**src/rtl/evt_cnt_pkg.sv**
```systemverilog
package evt_cnt_pkg;

    typedef enum logic [1:0] {
        MODE_WRAP = 2'b00,
        MODE_COR  = 2'b01,
        MODE_SAT  = 2'b10,
        MODE_ALT  = 2'b11
    } cnt_mode_e;

    typedef enum logic [1:0] {
        MAP_NONE  = 2'b00,
        MAP_GATE  = 2'b01,
        MAP_DEC   = 2'b10,
        MAP_LATCH = 2'b11
    } map_fn_e;

endpackage

```
**src/rtl/evt_edge_det.sv**
```systemverilog
module evt_edge_det #(
    parameter int N_SIG = 4
) (
    input  logic             clk,
    input  logic             rst_n,
    input  logic [N_SIG-1:0] lvl_i,
    output logic [N_SIG-1:0] rise_o
);

    typedef struct packed {
        logic [N_SIG-1:0] prev;
    } edge_state_t;

    edge_state_t st_d, st_q;

    always_comb begin
        st_d      = st_q;
        st_d.prev = lvl_i;
        rise_o    = lvl_i & ~st_q.prev;
    end

    always_ff @(posedge clk) begin
        if (!rst_n) st_q <= '0;
        else        st_q <= st_d;
    end

    // A rise can never be reported in two consecutive cycles
    for (genvar i = 0; i < N_SIG; i++) begin : g_chk
        assert_single_edge_R2: assert property (@(posedge clk) disable iff (!rst_n)
            rise_o[i] |=> !rise_o[i]);
    end

endmodule

```
**src/rtl/evt_count_core.sv**
```systemverilog
module evt_count_core
    import evt_cnt_pkg::*;
#(
    parameter int CNT_W  = 32,
    parameter int HALF_W = 16
) (
    input  logic             clk,
    input  logic             rst_n,
    input  logic             cnt_rise_i,
    input  logic             map_lvl_i,
    input  logic             map_rise_i,
    input  map_fn_e          map_fn_i,
    input  cnt_mode_e        mode_i,
    input  logic             width16_i,
    input  logic             scan_start_i,
    input  logic             rd_lo_i,
    output logic [CNT_W-1:0] count_o
);

    localparam int UP_W = CNT_W - HALF_W;
    localparam logic [CNT_W-1:0] MASK_NARROW = {{UP_W{1'b0}}, {HALF_W{1'b1}}};
    localparam logic [CNT_W-1:0] MASK_WIDE   = {CNT_W{1'b1}};
    localparam logic [CNT_W-1:0] ONE         = {{(CNT_W-1){1'b0}}, 1'b1};

    typedef struct packed {
        logic [CNT_W-1:0] count;
    } core_state_t;

    core_state_t      st_d, st_q;
    logic [CNT_W-1:0] mask;
    logic [CNT_W-1:0] cur;
    logic             gate_ok;
    logic             inc;
    logic             dec;
    logic             clear;
    logic             sat;

    always_comb begin
        st_d    = st_q;
        mask    = width16_i ? MASK_NARROW : MASK_WIDE;
        cur     = st_q.count & mask;
        gate_ok = (map_fn_i != MAP_GATE) || map_lvl_i;
        inc     = cnt_rise_i && gate_ok;
        dec     = (map_fn_i == MAP_DEC) && map_rise_i;
        clear   = scan_start_i || ((mode_i == MODE_COR) && rd_lo_i);
        sat     = (mode_i == MODE_SAT);

        if (clear) begin
            st_d.count = '0;
        end else if (inc && !dec) begin
            if (sat && (cur == mask)) st_d.count = cur;
            else                      st_d.count = (cur + ONE) & mask;
        end else if (dec && !inc) begin
            if (sat && (cur == '0))   st_d.count = cur;
            else                      st_d.count = (cur - ONE) & mask;
        end else begin
            st_d.count = cur;
        end
    end

    always_ff @(posedge clk) begin
        if (!rst_n) st_q <= '0;
        else        st_q <= st_d;
    end

    assign count_o = st_q.count;

    assert_scan_clear_R7: assert property (@(posedge clk) disable iff (!rst_n)
        scan_start_i |=> (count_o == '0));

    assert_cor_clear_R9: assert property (@(posedge clk) disable iff (!rst_n)
        (mode_i == MODE_COR && rd_lo_i) |=> (count_o == '0));

    assert_upper_zero_R3: assert property (@(posedge clk) disable iff (!rst_n)
        width16_i |=> (count_o[CNT_W-1:HALF_W] == '0));

    assert_sat_hold_max_R4: assert property (@(posedge clk) disable iff (!rst_n)
        (sat && inc && !dec && !clear && cur == mask) |=> (count_o == $past(mask)));

    assert_sat_hold_zero_R4: assert property (@(posedge clk) disable iff (!rst_n)
        (sat && dec && !inc && !clear && cur == '0) |=> (count_o == '0));

    assert_cancel_R6: assert property (@(posedge clk) disable iff (!rst_n)
        (inc && dec && !clear) |=> (count_o == $past(cur)));

endmodule

```
**src/rtl/evt_read_port.sv**
```systemverilog
module evt_read_port
    import evt_cnt_pkg::*;
#(
    parameter int CNT_W  = 32,
    parameter int HALF_W = 16
) (
    input  logic              clk,
    input  logic              rst_n,
    input  logic [CNT_W-1:0]  count_i,
    input  logic              rd_lo_i,
    input  logic              rd_hi_i,
    input  logic              scan_latch_i,
    input  logic              map_rise_i,
    input  map_fn_e           map_fn_i,
    output logic [HALF_W-1:0] rd_data_o,
    output logic [CNT_W-1:0]  scan_word_o
);

    typedef struct packed {
        logic [CNT_W-1:0]  snap;
        logic [HALF_W-1:0] rd_data;
        logic [CNT_W-1:0]  scan_word;
    } rd_state_t;

    rd_state_t st_d, st_q;
    logic      latch_evt;

    always_comb begin
        st_d      = st_q;
        latch_evt = (map_fn_i == MAP_LATCH) ? map_rise_i : scan_latch_i;

        if (rd_lo_i) begin
            st_d.snap    = count_i;
            st_d.rd_data = count_i[HALF_W-1:0];
        end else if (rd_hi_i) begin
            st_d.rd_data = st_q.snap[CNT_W-1:CNT_W-HALF_W];
        end

        if (latch_evt) st_d.scan_word = count_i;
    end

    always_ff @(posedge clk) begin
        if (!rst_n) st_q <= '0;
        else        st_q <= st_d;
    end

    assign rd_data_o   = st_q.rd_data;
    assign scan_word_o = st_q.scan_word;

    assert_snap_lo_R8: assert property (@(posedge clk) disable iff (!rst_n)
        rd_lo_i |=> (st_q.snap == $past(count_i)) && (rd_data_o == $past(count_i[HALF_W-1:0])));

    assert_hi_from_snap_R8: assert property (@(posedge clk) disable iff (!rst_n)
        (rd_hi_i && !rd_lo_i) |=> (rd_data_o == $past(st_q.snap[CNT_W-1:CNT_W-HALF_W])));

    assert_map_latch_R10: assert property (@(posedge clk) disable iff (!rst_n)
        (map_fn_i == MAP_LATCH && map_rise_i) |=> (scan_word_o == $past(count_i)));

    assert_strobe_ignored_R10: assert property (@(posedge clk) disable iff (!rst_n)
        (map_fn_i == MAP_LATCH && !map_rise_i) |=> $stable(scan_word_o));

endmodule

```
**src/rtl/evt_count_channel.sv**
```systemverilog
module evt_count_channel
    import evt_cnt_pkg::*;
#(
    parameter int N_SIG  = 4,
    parameter int CNT_W  = 32,
    parameter int HALF_W = 16,
    localparam int SEL_W = $clog2(N_SIG)
) (
    input  logic              clk,
    input  logic              rst_n,
    input  logic [N_SIG-1:0]  sig_in,
    input  logic [SEL_W-1:0]  cnt_sel,
    input  logic [SEL_W-1:0]  map_sel,
    input  logic [1:0]        map_fn,
    input  logic [1:0]        mode,
    input  logic              width16,
    input  logic              scan_start,
    input  logic              scan_latch,
    input  logic              rd_lo,
    input  logic              rd_hi,
    output logic [HALF_W-1:0] rd_data,
    output logic [CNT_W-1:0]  scan_word
);

    logic [N_SIG-1:0] rise;
    logic [CNT_W-1:0] count;
    logic             cnt_rise;
    logic             map_rise;
    logic             map_lvl;
    map_fn_e          fn;
    cnt_mode_e        md;

    always_comb begin
        cnt_rise = rise[cnt_sel];
        map_rise = rise[map_sel];
        map_lvl  = sig_in[map_sel];
        fn       = map_fn_e'(map_fn);
        md       = cnt_mode_e'(mode);
    end

    evt_edge_det #(.N_SIG(N_SIG)) u_edge (
        .clk    (clk),
        .rst_n  (rst_n),
        .lvl_i  (sig_in),
        .rise_o (rise)
    );

    evt_count_core #(.CNT_W(CNT_W), .HALF_W(HALF_W)) u_core (
        .clk          (clk),
        .rst_n        (rst_n),
        .cnt_rise_i   (cnt_rise),
        .map_lvl_i    (map_lvl),
        .map_rise_i   (map_rise),
        .map_fn_i     (fn),
        .mode_i       (md),
        .width16_i    (width16),
        .scan_start_i (scan_start),
        .rd_lo_i      (rd_lo),
        .count_o      (count)
    );

    evt_read_port #(.CNT_W(CNT_W), .HALF_W(HALF_W)) u_read (
        .clk          (clk),
        .rst_n        (rst_n),
        .count_i      (count),
        .rd_lo_i      (rd_lo),
        .rd_hi_i      (rd_hi),
        .scan_latch_i (scan_latch),
        .map_rise_i   (map_rise),
        .map_fn_i     (fn),
        .rd_data_o    (rd_data),
        .scan_word_o  (scan_word)
    );

    assert_reset_clear_R1: assert property (@(posedge clk)
        !rst_n |=> (rd_data == '0) && (scan_word == '0));

endmodule

```
**config.mk**
```make
export PLATFORM = sky130hd
export DESIGN_NAME = evt_count_channel
export DESIGN_NICKNAME = d
export VERILOG_FILES = /design/src/rtl/evt_cnt_pkg.sv /design/src/rtl/evt_edge_det.sv /design/src/rtl/evt_count_core.sv /design/src/rtl/evt_read_port.sv /design/src/rtl/evt_count_channel.sv
export SDC_FILE = /design/constraint.sdc
export NUM_CORES = 1
export LEC_CHECK = 0
export ABC_AREA = 1
export BUFFER_PORTS_ARGS = -buffer_cell sky130_fd_sc_hd__buf_2
export CAP_MARGIN = 15
export CORE_MARGIN = 8
export CORE_UTILIZATION = 33
export CTS_CLUSTER_DIAMETER = 40
export DETAILED_ROUTE_END_ITERATION = 8
export GPL_ROUTABILITY_DRIVEN = 0
export PLACE_DENSITY_LB_ADDON = 0.05
export SKIP_LAST_GASP = 1
export SLEW_MARGIN = 20
export SYNTH_ARGS = -nofsm -noshare
export SYNTH_HDL_FRONTEND = slang
export SYNTH_SLANG_ARGS = --single-unit
```
**constraint.sdc**
```tcl
create_clock -name clk -period 3.06 [get_ports clk]
set_input_delay 0.306 -clock clk [delete_from_list [all_inputs] [get_ports clk]]
set_output_delay 0.306 -clock clk [all_outputs]
set_load 0.005 [all_outputs]
```
**Yosys cells after proc, flatten, opt, wreduce, memory -nomap -nowiden**

Cells that the tools add are included.
Widths: inputs -> output; s select.

- Bits in registers: 116
- Word-level logic and storage cells: 49

- $add $sub $neg: 2
- Magnitude comparators: 2
- Equal/unequal tests: 6
- Muxes and demuxes: 14
- Bitwise logic cells: 6
- Reductions and logical operators: 14

Operators by type and width:

| cell | number |
|---|---|
| $mux 32 | 5 |
| $and 32x32->32 | 3 |
| $add 32x1->32 const B | 1 |
| $eq 32x32->1 | 1 |
| $logic_not 32->1 | 1 |
| $mux 16 | 2 |
| $sub 32x1->32 const B | 1 |
| $logic_and 1x1->1 | 7 |
| $bmux 1 s2 | 3 |
| $eq 2x2->1 const B | 3 |
| $lt 2x3->1 const B | 2 |
| $and 4x4->4 | 1 |
| $mux 1 | 4 |
| $not 4->4 | 1 |
| $eq 2x1->1 const B | 1 |
| $logic_not 1->1 | 2 |
| $logic_or 1x1->1 | 2 |
| $ne 2x1->1 const B | 1 |
| $reduce_bool 2->1 | 1 |
| $reduce_or 2->1 | 1 |
| $not 1->1 | 1 |

**Logic depth before layout (Yosys ltp)**

- Depth in word-level cells: 9
- Mapped depth: 16

**Hierarchy**

A second synthesis with hierarchy kept.

- Cell total of the unflattened synthesis: 1171
- Area total of the unflattened synthesis: 7011.7 µm²

By module, submodules not included:

| module | instances | cells each | area each (µm²) |
|---|---|---|---|
| evt_count_core | 1 | 666 | 3598.5 |
| evt_read_port | 1 | 452 | 3141.8 |
| evt_edge_det | 1 | 20 | 140.1 |
| evt_count_channel | 1 | 33 | 131.4 |

**Worst setup path after synthesis**

No wires, ideal clock.

- Path kind: register to register
- Start point: reg u_core.st_q, in the netlist u_core.count_o[0]
- End point: reg u_core.st_q, in the netlist u_core.count_o[23]
- Setup time: 0.109 ns
- Arrival time: 1.692 ns
- Required time: 2.951 ns
- Slack: 1.259 ns
- Cell stages (with the launch flop): 13
- Path buffers: 1
- Period minus slack after synthesis: 1.801 ns
- Path through: dfxtp_1 > ha_1 > nand2_2 > nor2_4 > nand2_2 > nor3_2 > nand2_2 > buf_6 > nand3_1 > nand2_1 > o21a_1 > nand2_1 > inv_1

- Longest elaborated chain between the ends: 6
- Elaborated cells on any way between the ends: 13
- Those cells by class: add/sub (2); eq/ne (1); mux (4); bitwise (3); reduce/logical (3)

RTL lines:

| what | line | RTL |
|---|---|---|
| start: declaration | evt_count_core.sv:29 | `core_state_t st_d, st_q;` |
| start signal: assignment | evt_count_core.sv:63 | `else st_q <= st_d;` |
| $and 32x32->32 (*) | evt_count_core.sv:41 | `cur = st_q.count & mask;` |
| $sub 32x1->32 or $logic_not 32->1 (tied branches) | evt_count_core.sv:55, evt_count_core.sv:54 |  |
| $and 32x32->32 or $logic_and 1x1->1 (tied branches) | evt_count_core.sv:55, evt_count_core.sv:54 |  |
| $mux 32 | evt_count_core.sv:54 | `if (sat && (cur == '0)) st_d.count = cur;` |
| $mux 32 | evt_count_core.sv:53 | `end else if (dec && !inc) begin` |
| $mux 32 (*) | evt_count_core.sv:50 | `end else if (inc && !dec) begin` |

Every way passes the cells marked *; elsewhere a longest branch is shown, timed or not.
A chain may end at the register's enable or synchronous reset.

**Final worst setup path**

- Start point: reg u_core.st_q, in the netlist u_core.count_o[0]
- End point: reg u_core.st_q, in the netlist u_core.count_o[1]

Same word-level chain as after synthesis.

==> results.yml <==
run_status:
  status: "finished, final reports clean"
synth:
  yosys-top-cells-area: "dfxtp_1, nand2_1, nor2_1"
  yosysMostFrequentCell: "nand2_1"
  syn_area_per_cell_um2: 6.41
  synth_largest_area_cell: "dfxtp_1"
  yosys_register_bits: 100
  synthArstFlopShare_pct: 0
  yosysWarnings: 0
  ys.flop_type: "dfxtp_1"
  seq_area_frac_synth_pct: 30.4
  synth_common_cells: "nand2_1, nor2_1, inv_1"
  post_synth_num_cell_types: 38
  synth_fp_nets: 1047
  syn_area_um2: 6580
  synth_edf_count: 0
  yosysTopAreaCellShare_pct: 30.4
  syn_inst: 1026
cells_and_area:
  antennaDiodeCount: 0
  final_nets: 1041
  drive_above_1_share_pct: 15.7
  syn_to_final_growth_pct: 6.98
  final_core_util_pct: 36.0
floorplan:
  io_pins: 67
  die_y_um: 157
  rows: 51
  die_w_um: 157
  coreArea_um2: 19500
  dieArea_um2: 24700
  initial_core_util_pct: 33.7
global_route:
  grt_max_degree: 54
  overflow: 0
  grt_pass1_wl_um: 34500
  grt_use_total_pct: 18.2
  grt_pass1_vias: 6135
  antenna_found_initial: 0
timing:
  finalSetupViolCount: 0
  fin_crit_ps: 2310
  clock.fmax_ghz: 0.433
  tns_ps: 0
  fin_skew_ps: 11.5
  final_hold_viol_count: 0
  worstMarginPinSlew_ps: 657
  post-route-period-util_pct: 75.4
  maxSlewViolCount: 0
  max-slew-margin-rel_pct: 56.0
  rsz0062_at_grt: "false"
placed_design:
  dp_hpwl_um: 16600
  port_buffers: 66
drt:
  viasPerCell: 4.84
  vias: 6247
  drtIter0Drc: 405
  ant_nets: 0
  wl_um: 21900
  routedWlPerCell_um: 17.0
  drc: 0
  drt_pre_antenna_iters: 5
job:
  cap_violations: 0
critical_path:
  crit_chain: "ha_1, nand2_2, nor2_4, nand2_2, nor3_2, nand2_2, nand2_4, nand2_4, inv_1, nand2_1, a21oi_1"
  cpMostUsedCell: "nand2_2"
  required_ps: 3350
  cp-start-kind: "flip-flop"
  end_kind: "flip-flop"
  cp.arrival_ps: 2600
  max_stage_delay_ps: 450
  crit_fanout: 17
  critPathSlowestCell: "dfxtp_1"
  criticalPathCategory: "reg2reg"
clocking:
  clk_pin_slew_ps: 70
  clk_latency_ps: 360
  cts_hold_buf: 0
  cts_root_buf: "clkbuf_16"
  post_cts_buffers: 0
  cts_buffers: 9
  cts_tree: "yes"
  cts_sinks: 100
  ctsResizeCount: 0
  cts.htree.levels: 3
  clockBufferDepth: 2
power:
  p_seq_share_pct: 43.2
  power_density_nw_per_um2: 457
  swShare_pct: 30.9
  power.total_mw: 3.22
  p_int_mw: 2.22
  vdd_drop_max_mv: 0.258
  p_clk_share_pct: 38.1
  netSwitchingPower_mw: 0.995
  leakage_nw: 3.25
  comb_power_share_pct: 18.6
min_path:
  hold_path.class: "in2reg"
## flip-flops by register name, summed over array words and instances, names as in the netlist
register            flops
u_read.st_q            16
u_core.count_o         32
u_read.rd_data_o       16
u_read.scan_word_o     32
u_edge.st_q             4
## power by group through the flow
stage | Sequential (mW) | Combinational (mW) | Clock (mW)
after floorplan | 1.40 | 0.467 | 0
after global placement | 1.42 | 0.604 | 0
after detailed placement | 1.42 | 0.600 | 0
after CTS | 1.39 | 0.603 | 1.26
after global routing | 1.40 | 0.673 | 1.32
final | 1.39 | 0.599 | 1.23
## per-stage QoR
stage / instance area (um2) / cells / hold WS [ps] / setup WS (ps)
after floorplan: 6580 / 1026 / 399 / 1260
after global placement: 6720 / 1274 / 458 / 760
after detailed placement: 6720 / 1274 / 461 / 769
after CTS: 7040 / 1290 / 158 / 768
after global routing: 7040 / 1290 / 176 / 571
final: 7040 / 1290 / 170 / 752
## critical path: cells and delay by family (launching register included)
kind / cells / cell delay (ps)
simple gates: 8 / 1260
flops: 1 / 450
fa+ha+maj: 1 / 250
buf+inv: 1 / 160
compound gates: 1 / 110
## placed cells by master, fill, tap and decap left out, types with 2 or more instances in the layout
cell | Yosys | layout
nand2_1 | 225 | 224
nor2_1 | 119 | 118
inv_1 | 115 | 115
dfxtp_1 | 100 | 100
nand3_1 | 81 | 81
o21ai_0 | 67 | 67
buf_2 | 19 | 66
a21oi_1 | 58 | 58
nand4_1 | 30 | 30
buf_4 | 53 | 20
a22oi_1 | 16 | 16
nor2_2 | 15 | 16
xor2_1 | 15 | 15
nand2_2 | 11 | 12
nor3_1 | 12 | 12
o21ai_1 | 10 | 10
nor2_4 | 9 | 9
clkbuf_16 | 0 | 9
nand2_4 | 7 | 7
nand3b_1 | 6 | 6
inv_2 | 4 | 4
nand3_2 | 3 | 3
nor3_2 | 3 | 3
o21ai_2 | 3 | 3
nor3b_1 | 2 | 2
o21a_1 | 2 | 2
ha_1 | 2 | 2
clkbuf_8 | 0 | 2
clkinv_4 | 0 | 2
## area by class of cell
cell class | instances | area, um2
Timing Repair Buffer | 86 | 480
Sequential cell | 100 | 2000
Inverter | 121 | 462
Multi-Input combinational cell | 702 | 3450
Tap cell | 265 | 332
Clock inverter | 4 | 56.3
Clock buffer | 12 | 256
Fill cell | 2249 | 12500
## path summary, 6_finish.rpt
kind / start / end / slack, ps / depth (start not counted)
setup / recovery: u_core.count_o[0] / u_core.count_o[1] / 750 / 11
hold / removal: sig_in[1] / u_edge.st_q[1] / 170 / 3
setup reg to reg: u_core.count_o[0] / u_core.count_o[1] / 750 / 11
hold reg to reg: u_read.st_q[70] / u_read.st_q[70] / 470 / 2
## per-layer routing
layer / up-vias / global-route usage (%) / wire length, um
met5: - / 0 / 0
met4: 0 / 4.90 / 328
met3: 21 / 3.13 / 1020
met2: 133 / 28.8 / 9590
met1: 2872 / 25.0 / 11000
li1: 3221 / - / -
## cell families (layout without fill, tap and decap cells)
| kind of cell | Yosys count | in the layout | synth area share [%] |
|---|---|---|---|
| xor+xnor | 16 | 16 | 2.13 |
| buf+inv | 224 | 223 | 17.2 |
| simple gates | 527 | 527 | 37.0 |
| compound gates | 157 | 157 | 12.9 |
| fa+ha+maj | 2 | 2 | 0.380 |
| flops | 100 | 100 | 30.4 |
(Power assumes the default switching activity.)
